### src/rtl/rseq_pkg.sv
// Package: shared phase encoding and constants for the reset sequencer.
// Assumes: nothing beyond IEEE 1800-2017.
package rseq_pkg;

    typedef enum logic [2:0] {
        PH_RUN   = 3'd0,
        PH_IDLE  = 3'd1,
        PH_SAVE  = 3'd2,
        PH_ACC1  = 3'd3,
        PH_ACC2  = 3'd4,
        PH_FETCH = 3'd5
    } rseq_phase_e;

    typedef enum logic [1:0] {
        AOP_HOLD = 2'd0,
        AOP_LOAD = 2'd1,
        AOP_INC  = 2'd2
    } rseq_aop_e;

    localparam logic [4:0] SUPERVISOR_MODE = 5'b10011;

endpackage

### src/rtl/rseq_sync.sv
// Module: rseq_sync
// Brings an asynchronous active-low level into the clock domain through a
// chain of STAGES flops. Block reset forces the chain to the asserted (0)
// state, so the core is held in reset until the request is seen high.
// Assumes: STAGES >= 2.
module rseq_sync #(
    parameter int STAGES = 2
) (
    input  logic clk,
    input  logic rst_n,
    input  logic async_n,
    output logic sync_n
);
    logic [STAGES-1:0] chain_q;

    // Shift the raw level through the flop chain.
    always_ff @(posedge clk) begin
        if (!rst_n) chain_q <= '0;
        else        chain_q <= {chain_q[STAGES-2:0], async_n};
    end

    assign sync_n = chain_q[STAGES-1];
endmodule

### src/rtl/rseq_addr.sv
// Module: rseq_addr
// Word address register: loads a word-aligned copy of the running PC,
// steps by one word with natural wrap at 2^AW, or holds.
// Assumes: WORD_BYTES is a power of two no larger than 2^AW.
module rseq_addr
    import rseq_pkg::*;
#(
    parameter int AW         = 32,
    parameter int WORD_BYTES = 4
) (
    input  logic          clk,
    input  logic          rst_n,
    input  rseq_aop_e     op,
    input  logic [AW-1:0] load_val,
    output logic [AW-1:0] addr
);
    localparam int        LSB  = $clog2(WORD_BYTES);
    localparam logic [AW-1:0] STEP = AW'(WORD_BYTES);
    localparam logic [AW-1:0] ALIGN_MASK = ~AW'((1 << LSB) - 1);

    logic [AW-1:0] addr_q;
    logic [AW-1:0] addr_d;

    // Choose the next address from the requested operation.
    always_comb begin
        unique case (op)
            AOP_LOAD: addr_d = load_val & ALIGN_MASK;
            AOP_INC:  addr_d = addr_q + STEP;
            default:  addr_d = addr_q;
        endcase
    end

    // Hold the address; cleared by block reset.
    always_ff @(posedge clk) begin
        if (!rst_n) addr_q <= '0;
        else        addr_q <= addr_d;
    end

    assign addr = addr_q;
endmodule

### src/rtl/rseq_fsm.sv
// Module: rseq_fsm
// Phase controller: run -> idle while reset is requested -> save ->
// one or two accesses -> fetch from zero -> run. A fresh request at any
// post-release phase abandons the sequence back to idle.
// Assumes: req_n is already synchronous to clk.
module rseq_fsm
    import rseq_pkg::*;
(
    input  logic        clk,
    input  logic        rst_n,
    input  logic        req_n,
    input  logic        two_access,
    output rseq_phase_e phase,
    output rseq_aop_e   aop
);
    rseq_phase_e ph_q;
    rseq_phase_e ph_d;

    // Next phase and address operation.
    always_comb begin
        ph_d = ph_q;
        aop  = AOP_HOLD;
        unique case (ph_q)
            PH_RUN: begin
                aop = AOP_LOAD;
                if (!req_n) ph_d = PH_IDLE;
            end
            PH_IDLE: begin
                aop = AOP_INC;
                if (req_n) ph_d = PH_SAVE;
            end
            PH_SAVE: begin
                ph_d = req_n ? PH_ACC1 : PH_IDLE;
            end
            PH_ACC1: begin
                if (!req_n) begin
                    ph_d = PH_IDLE;
                end else if (two_access) begin
                    aop  = AOP_INC;
                    ph_d = PH_ACC2;
                end else begin
                    ph_d = PH_FETCH;
                end
            end
            PH_ACC2: begin
                ph_d = req_n ? PH_FETCH : PH_IDLE;
            end
            PH_FETCH: begin
                ph_d = req_n ? PH_RUN : PH_IDLE;
            end
            default: ph_d = PH_IDLE;
        endcase
    end

    // Phase register; block reset parks in idle.
    always_ff @(posedge clk) begin
        if (!rst_n) ph_q <= PH_IDLE;
        else        ph_q <= ph_d;
    end

    assign phase = ph_q;

    // An idle phase always steps the address.
    p_idle_steps_r2: assert property (@(posedge clk) disable iff (!rst_n)
        (ph_q == PH_IDLE) |-> (aop == AOP_INC));

    // Leaving save always goes to an access or back to idle.
    p_save_exit_r7: assert property (@(posedge clk) disable iff (!rst_n)
        (ph_q == PH_SAVE) |=> (ph_q == PH_ACC1 || ph_q == PH_IDLE));
endmodule

### src/rtl/reset_sequencer.sv
// Module: reset_sequencer (top)
// Sequences a fetch unit through core reset: idle bus cycles on rising word
// addresses while the request is low, then save/force, one or two accesses,
// and a fetch from address zero.
// Assumes: sys_reset_n may be asynchronous; every other input is synchronous.
module reset_sequencer
    import rseq_pkg::*;
#(
    parameter int AW          = 32,
    parameter int SW          = 32,
    parameter int WORD_BYTES  = 4,
    parameter int SYNC_STAGES = 2
) (
    input  logic          clk,
    input  logic          rst_n,
    input  logic          sys_reset_n,
    input  logic          two_access,
    input  logic [AW-1:0] cur_pc,
    input  logic [SW-1:0] cur_status,
    output logic [AW-1:0] bus_addr,
    output logic          bus_req,
    output logic          bus_idle,
    output logic          lr_we,
    output logic [AW-1:0] lr_wdata,
    output logic          spsr_we,
    output logic [SW-1:0] spsr_wdata,
    output logic          mode_we,
    output logic [4:0]    mode_val,
    output logic          irq_mask,
    output logic          fiq_mask,
    output logic          done
);
    localparam logic [AW-1:0] STEP = AW'(WORD_BYTES);

    logic          req_sync_n;
    rseq_phase_e   phase;
    rseq_aop_e     aop;
    logic [AW-1:0] addr_q;
    logic          in_save;

    rseq_sync #(.STAGES(SYNC_STAGES)) u_sync (
        .clk     (clk),
        .rst_n   (rst_n),
        .async_n (sys_reset_n),
        .sync_n  (req_sync_n)
    );

    rseq_fsm u_fsm (
        .clk        (clk),
        .rst_n      (rst_n),
        .req_n      (req_sync_n),
        .two_access (two_access),
        .phase      (phase),
        .aop        (aop)
    );

    rseq_addr #(.AW(AW), .WORD_BYTES(WORD_BYTES)) u_addr (
        .clk      (clk),
        .rst_n    (rst_n),
        .op       (aop),
        .load_val (cur_pc),
        .addr     (addr_q)
    );

    assign in_save = (phase == PH_SAVE);

    // Bus-side decode of the current phase.
    always_comb begin
        bus_idle = (phase == PH_IDLE) || in_save;
        bus_req  = (phase == PH_ACC1) || (phase == PH_ACC2) || (phase == PH_FETCH);
        done     = (phase == PH_FETCH);
        bus_addr = (phase == PH_RUN || phase == PH_FETCH) ? '0 : addr_q;
    end

    // Register-file side: banked saves and forced mode in the save cycle.
    always_comb begin
        lr_we      = in_save;
        lr_wdata   = in_save ? addr_q : '0;
        spsr_we    = in_save;
        spsr_wdata = in_save ? cur_status : '0;
        mode_we    = in_save;
        mode_val   = in_save ? SUPERVISOR_MODE : 5'b0;
        irq_mask   = in_save;
        fiq_mask   = in_save;
    end

    // Idle cycles never ask for a real transfer.
    p_idle_noreq_r2: assert property (@(posedge clk) disable iff (!rst_n)
        bus_idle |-> !bus_req);

    // Back-to-back idle cycles advance one word, wrapping.
    p_idle_wrap_r3: assert property (@(posedge clk) disable iff (!rst_n)
        (phase == PH_IDLE && $past(phase == PH_IDLE) && $past(rst_n))
        |-> (bus_addr == AW'($past(bus_addr) + STEP)));

    // The save cycle carries all three strobes.
    p_save_strobes_r5: assert property (@(posedge clk) disable iff (!rst_n)
        lr_we |-> (spsr_we && mode_we && mode_val == SUPERVISOR_MODE));

    // A save followed by a running request is an access at the saved address.
    p_save_then_access_r7: assert property (@(posedge clk) disable iff (!rst_n)
        (lr_we && req_sync_n) |=> (bus_req && bus_addr == $past(lr_wdata)));

    // Completion is a fetch from zero.
    p_done_zero_r8: assert property (@(posedge clk) disable iff (!rst_n)
        done |-> (bus_req && bus_addr == '0));

    // Completion lasts a single cycle.
    p_done_single_r8: assert property (@(posedge clk) disable iff (!rst_n)
        done |=> !done);
endmodule

### config.mk
export PLATFORM = sky130hd
export DESIGN_NAME = reset_sequencer
export DESIGN_NICKNAME = d
export VERILOG_FILES = /design/src/rtl/rseq_pkg.sv /design/src/rtl/rseq_sync.sv /design/src/rtl/rseq_addr.sv /design/src/rtl/rseq_fsm.sv /design/src/rtl/reset_sequencer.sv
export SDC_FILE = /design/constraint.sdc
export NUM_CORES = 1
export LEC_CHECK = 0
export ABC_AREA = 1
export BUFFER_PORTS_ARGS = -buffer_cell sky130_fd_sc_hd__buf_4
export CAP_MARGIN = 10
export CORE_ASPECT_RATIO = 0.5
export CORE_MARGIN = 10
export CORE_UTILIZATION = 45
export DETAILED_ROUTE_END_ITERATION = 6
export PLACE_DENSITY = 0.81
export SLEW_MARGIN = 10
export SYNTH_ARGS = -nofsm -noshare
export SYNTH_HDL_FRONTEND = slang
export SYNTH_SLANG_ARGS = --single-unit
### constraint.sdc
create_clock -name clk -period 4.6 [get_ports clk]
set_input_delay 0.46 -clock clk [delete_from_list [all_inputs] [get_ports clk]]
set_output_delay 0.46 -clock clk [all_outputs]
set_load 0.02 [all_outputs]
==> impl_metrics.json <==
{
  "worst_pin_slew_ns": 1.00,
  "power_switching_uw": 459,
  "outcome": "finished, final reports clean",
  "combPwrFrac_pct": 38.5,
  "grtUsageTotal_pct": 19.8,
  "hpwlAfterDp_microns": 8820,
  "critPathBufInv": 3,
  "whs_path_depth": 3,
  "area_growth_pct": 43.8,
  "hold_viol": 0,
  "synthArstFlopShare_pct": 0,
  "synth_top_area_cell": "dfxtp_1",
  "yosys_most_used_dff": "dfxtp_1",
  "cp_cell_sequence": "inv_1 > nor3_2 > inv_2 > o21ai_0 > buf_4",
  "grt_max_degree": 64,
  "dr.pass1.iters": 5,
  "finalMaxSlewViolations": 0,
  "crit_arrival_ns": 2.16,
  "multi_input_area_sq_um": 1910,
  "postSynthCellCount": 566,
  "power_leakage_nw": 2.25,
  "relSlewSlack_pct": 33.3,
  "slowest_delay_ns": 0.52,
  "dieArea_sq_um": 10800,
  "synth-seq-cells": 35,
  "antenna_found_initial": 0,
  "drive_gt1_share_pct": 30.4,
  "worstReg2RegStart": "u_fsm.phase[1]",
  "post-route-period-util_pct": 57.0,
  "fmaxAchievable_ghz": 0.381,
  "r2r_slack_ns": 2.19,
  "cp_top_family": "buffers and inverters",
  "h-tree-depth": 2,
  "holdBufCountCts": 0,
  "yosys_warnings": 0,
  "hold_class": "primary input to register",
  "cp-end-kind": "output pin",
  "peakVddDrop_mv": 0.131,
  "wl_per_cell_microns": 13.8,
  "synth_common_cells": "nor2_1, nand2_1, inv_1",
  "r2r_end": "u_addr.addr[18]",
  "synth_area_leaders": "dfxtp_1, nor2_1, nand2_1, inv_1, a21oi_1",
  "gp_congestion": 0.924,
  "clockBufferDepth": 2,
  "syn_area_sq_um": 3110,
  "yosysUniqueCellTypes": 30,
  "swShare_pct": 38.0,
  "grt_setup_unrepaired": "no",
  "dr_total_vias": 3811,
  "ff2ff_path_depth": 9,
  "critPathKind": "register to output pin",
  "fin_nets": 781,
  "synth_area_per_cell_sq_um": 5.49,
  "holdWs_ns": 0.371,
  "grt-ovfl-total": 0,
  "finClkSkew_ns": 0.00448,
  "cp_data_required_time_ns": 4.14,
  "p_int_uw": 749,
  "worstSetupStartpoint": "u_fsm.phase[1]",
  "clockPowerShare_pct": 28.0,
  "seqPwrFrac_pct": 33.6,
  "drtIter0Drc": 199,
  "antenna_cells": 0,
  "register_area_sq_um": 701,
  "insertion_delay_ns": 0.28,
  "fp.dieW_microns": 138,
  "post-cts-setup-buffer-count": 0,
  "cts_tree": "yes",
  "start_util_pct": 46.4,
  "setup_viol": 0,
  "grt_first_pass_wirelength_microns": 18000,
  "holdPathEnd": "u_sync.chain_q[0]",
  "fin_crit_ns": 2.62,
  "port_buffers": 168,
  "cp-start-kind": "register",
  "io_pins": 177,
  "cts_sinks": 35,
  "grt_pass1_vias": 3677,
  "n_fill_cell": 634,
  "power.density_nw_per_um2": 270,
  "finalSetupTns_ns": 0,
  "synth_top_cell_area_share_pct": 22.5,
  "cts_resized": 0,
  "synth-edff-count": 0,
  "clkTransAtPathRegs_ns": 0.05,
  "drv_cap": 0,
  "drc_errors": 0,
  "die_h_microns": 78.8,
  "tritoncts.num_buffers": 5,
  "min_from": "sys_reset_n",
  "ys_seq_area_share_pct": 22.5,
  "ant_nets": 0,
  "crit_cells": 5,
  "synth_most_common_cell": "nor2_1",
  "root_buffer": "clkbuf_16",
  "slowest_stage": "inv_2",
  "routed_via_density": 4.75,
  "cp_max_fo": 63,
  "rows": 21,
  "drt_wl_total_microns": 11100,
  "core_sq_um": 6700
}
cells by family (layout without fill, tap and decap cells):
family	count (synthesis)	after routing	synth area share, %
and+or+nand+nor	327	327	44.9
buffers and inverters	122	262	16.7
AOI/OAI and AO/OA	73	73	13.3
DFF	35	35	22.5
xor gates and xnor gates	6	6	1.69
adders and majority gates	2	2	0.805
other	1	6	0.121
worst min-delay path: cells and delay by family:
kind,cells,cell delay [ns]
buffers and inverters,2,0.12
AND/OR/NAND/NOR,1,0.04
state kept, by name, indices dropped and copies added (netlist names):
signal,cells
u_fsm.phase,3
u_addr.addr,30
u_sync.chain_q,2
area by class of cell:
cell class / count / area share (%)
multi-input combinational: 414 / 42.8
timing repair buffer: 171 / 28.7
sequential: 35 / 15.7
inverter: 84 / 7.05
clock buffer: 6 / 3.11
tap: 92 / 2.57
clock inverter: 1 / 0.112
metal layers:
metal / GRT usage (%) / vias up / routed length [microns]
met5: 0 / - / 0
li1: - / 1995 / -
met1: 24.0 / 1673 / 4670
met3: 4.27 / 10 / 932
met2: 35.0 / 133 / 5310
met4: 4.50 / 0 / 140
cells in the final DEF (no fill, tap or decap), drive strengths merged:
master	instances
and2	2
a211oi	3
inv	84
nor2	165
buf	171
nand3	33
or2	3
o21ai	23
nand2	121
a21oi	42
a221oi	2
clkbuf	6
o211ai	2
conb	6
nor3	2
ha	2
and3	1
xor2	6
o22ai	1
clkinv	1
dfxtp	35
how the worst max path moves through the flow:
| stage | endpoint | slack, ns |
|---|---|---|
| floorplan | lr_wdata[10] | 2.50 |
| CTS | bus_idle | 1.94 |
| detailed placement | u_addr.addr[2] | 2.22 |
| finish | bus_idle | 1.98 |
| global route | lr_wdata[22] | 1.73 |
| global placement | u_addr.addr[15] | 2.22 |
stage by stage:
stage / instances / setup WS [ns] / power (mW) / area (sq um) / util [%]
final: 803 / 1.98 / 1.21 / 4470 / 66.7
after global placement: 796 / 2.22 / 0.867 / 4330 / 64.6
after detailed placement: 796 / 2.22 / 0.876 / 4330 / 64.6
after CTS: 803 / 1.94 / 1.21 / 4470 / 66.7
after global routing: 803 / 1.73 / 1.29 / 4470 / 66.7
after floorplan: 571 / 2.50 / 0.709 / 3130 / -
power groups by stage:
stage          Clock (mW)  Combinational [mW]  Sequential (mW)
2_1_floorplan           0               0.313            0.396
3_3_place_gp            0               0.458            0.409
3_5_place_dp            0               0.465            0.411
4_1_cts             0.337               0.468            0.405
5_1_grt             0.353               0.525            0.414
6_report            0.338               0.465            0.405
(Power assumes the default switching activity.)
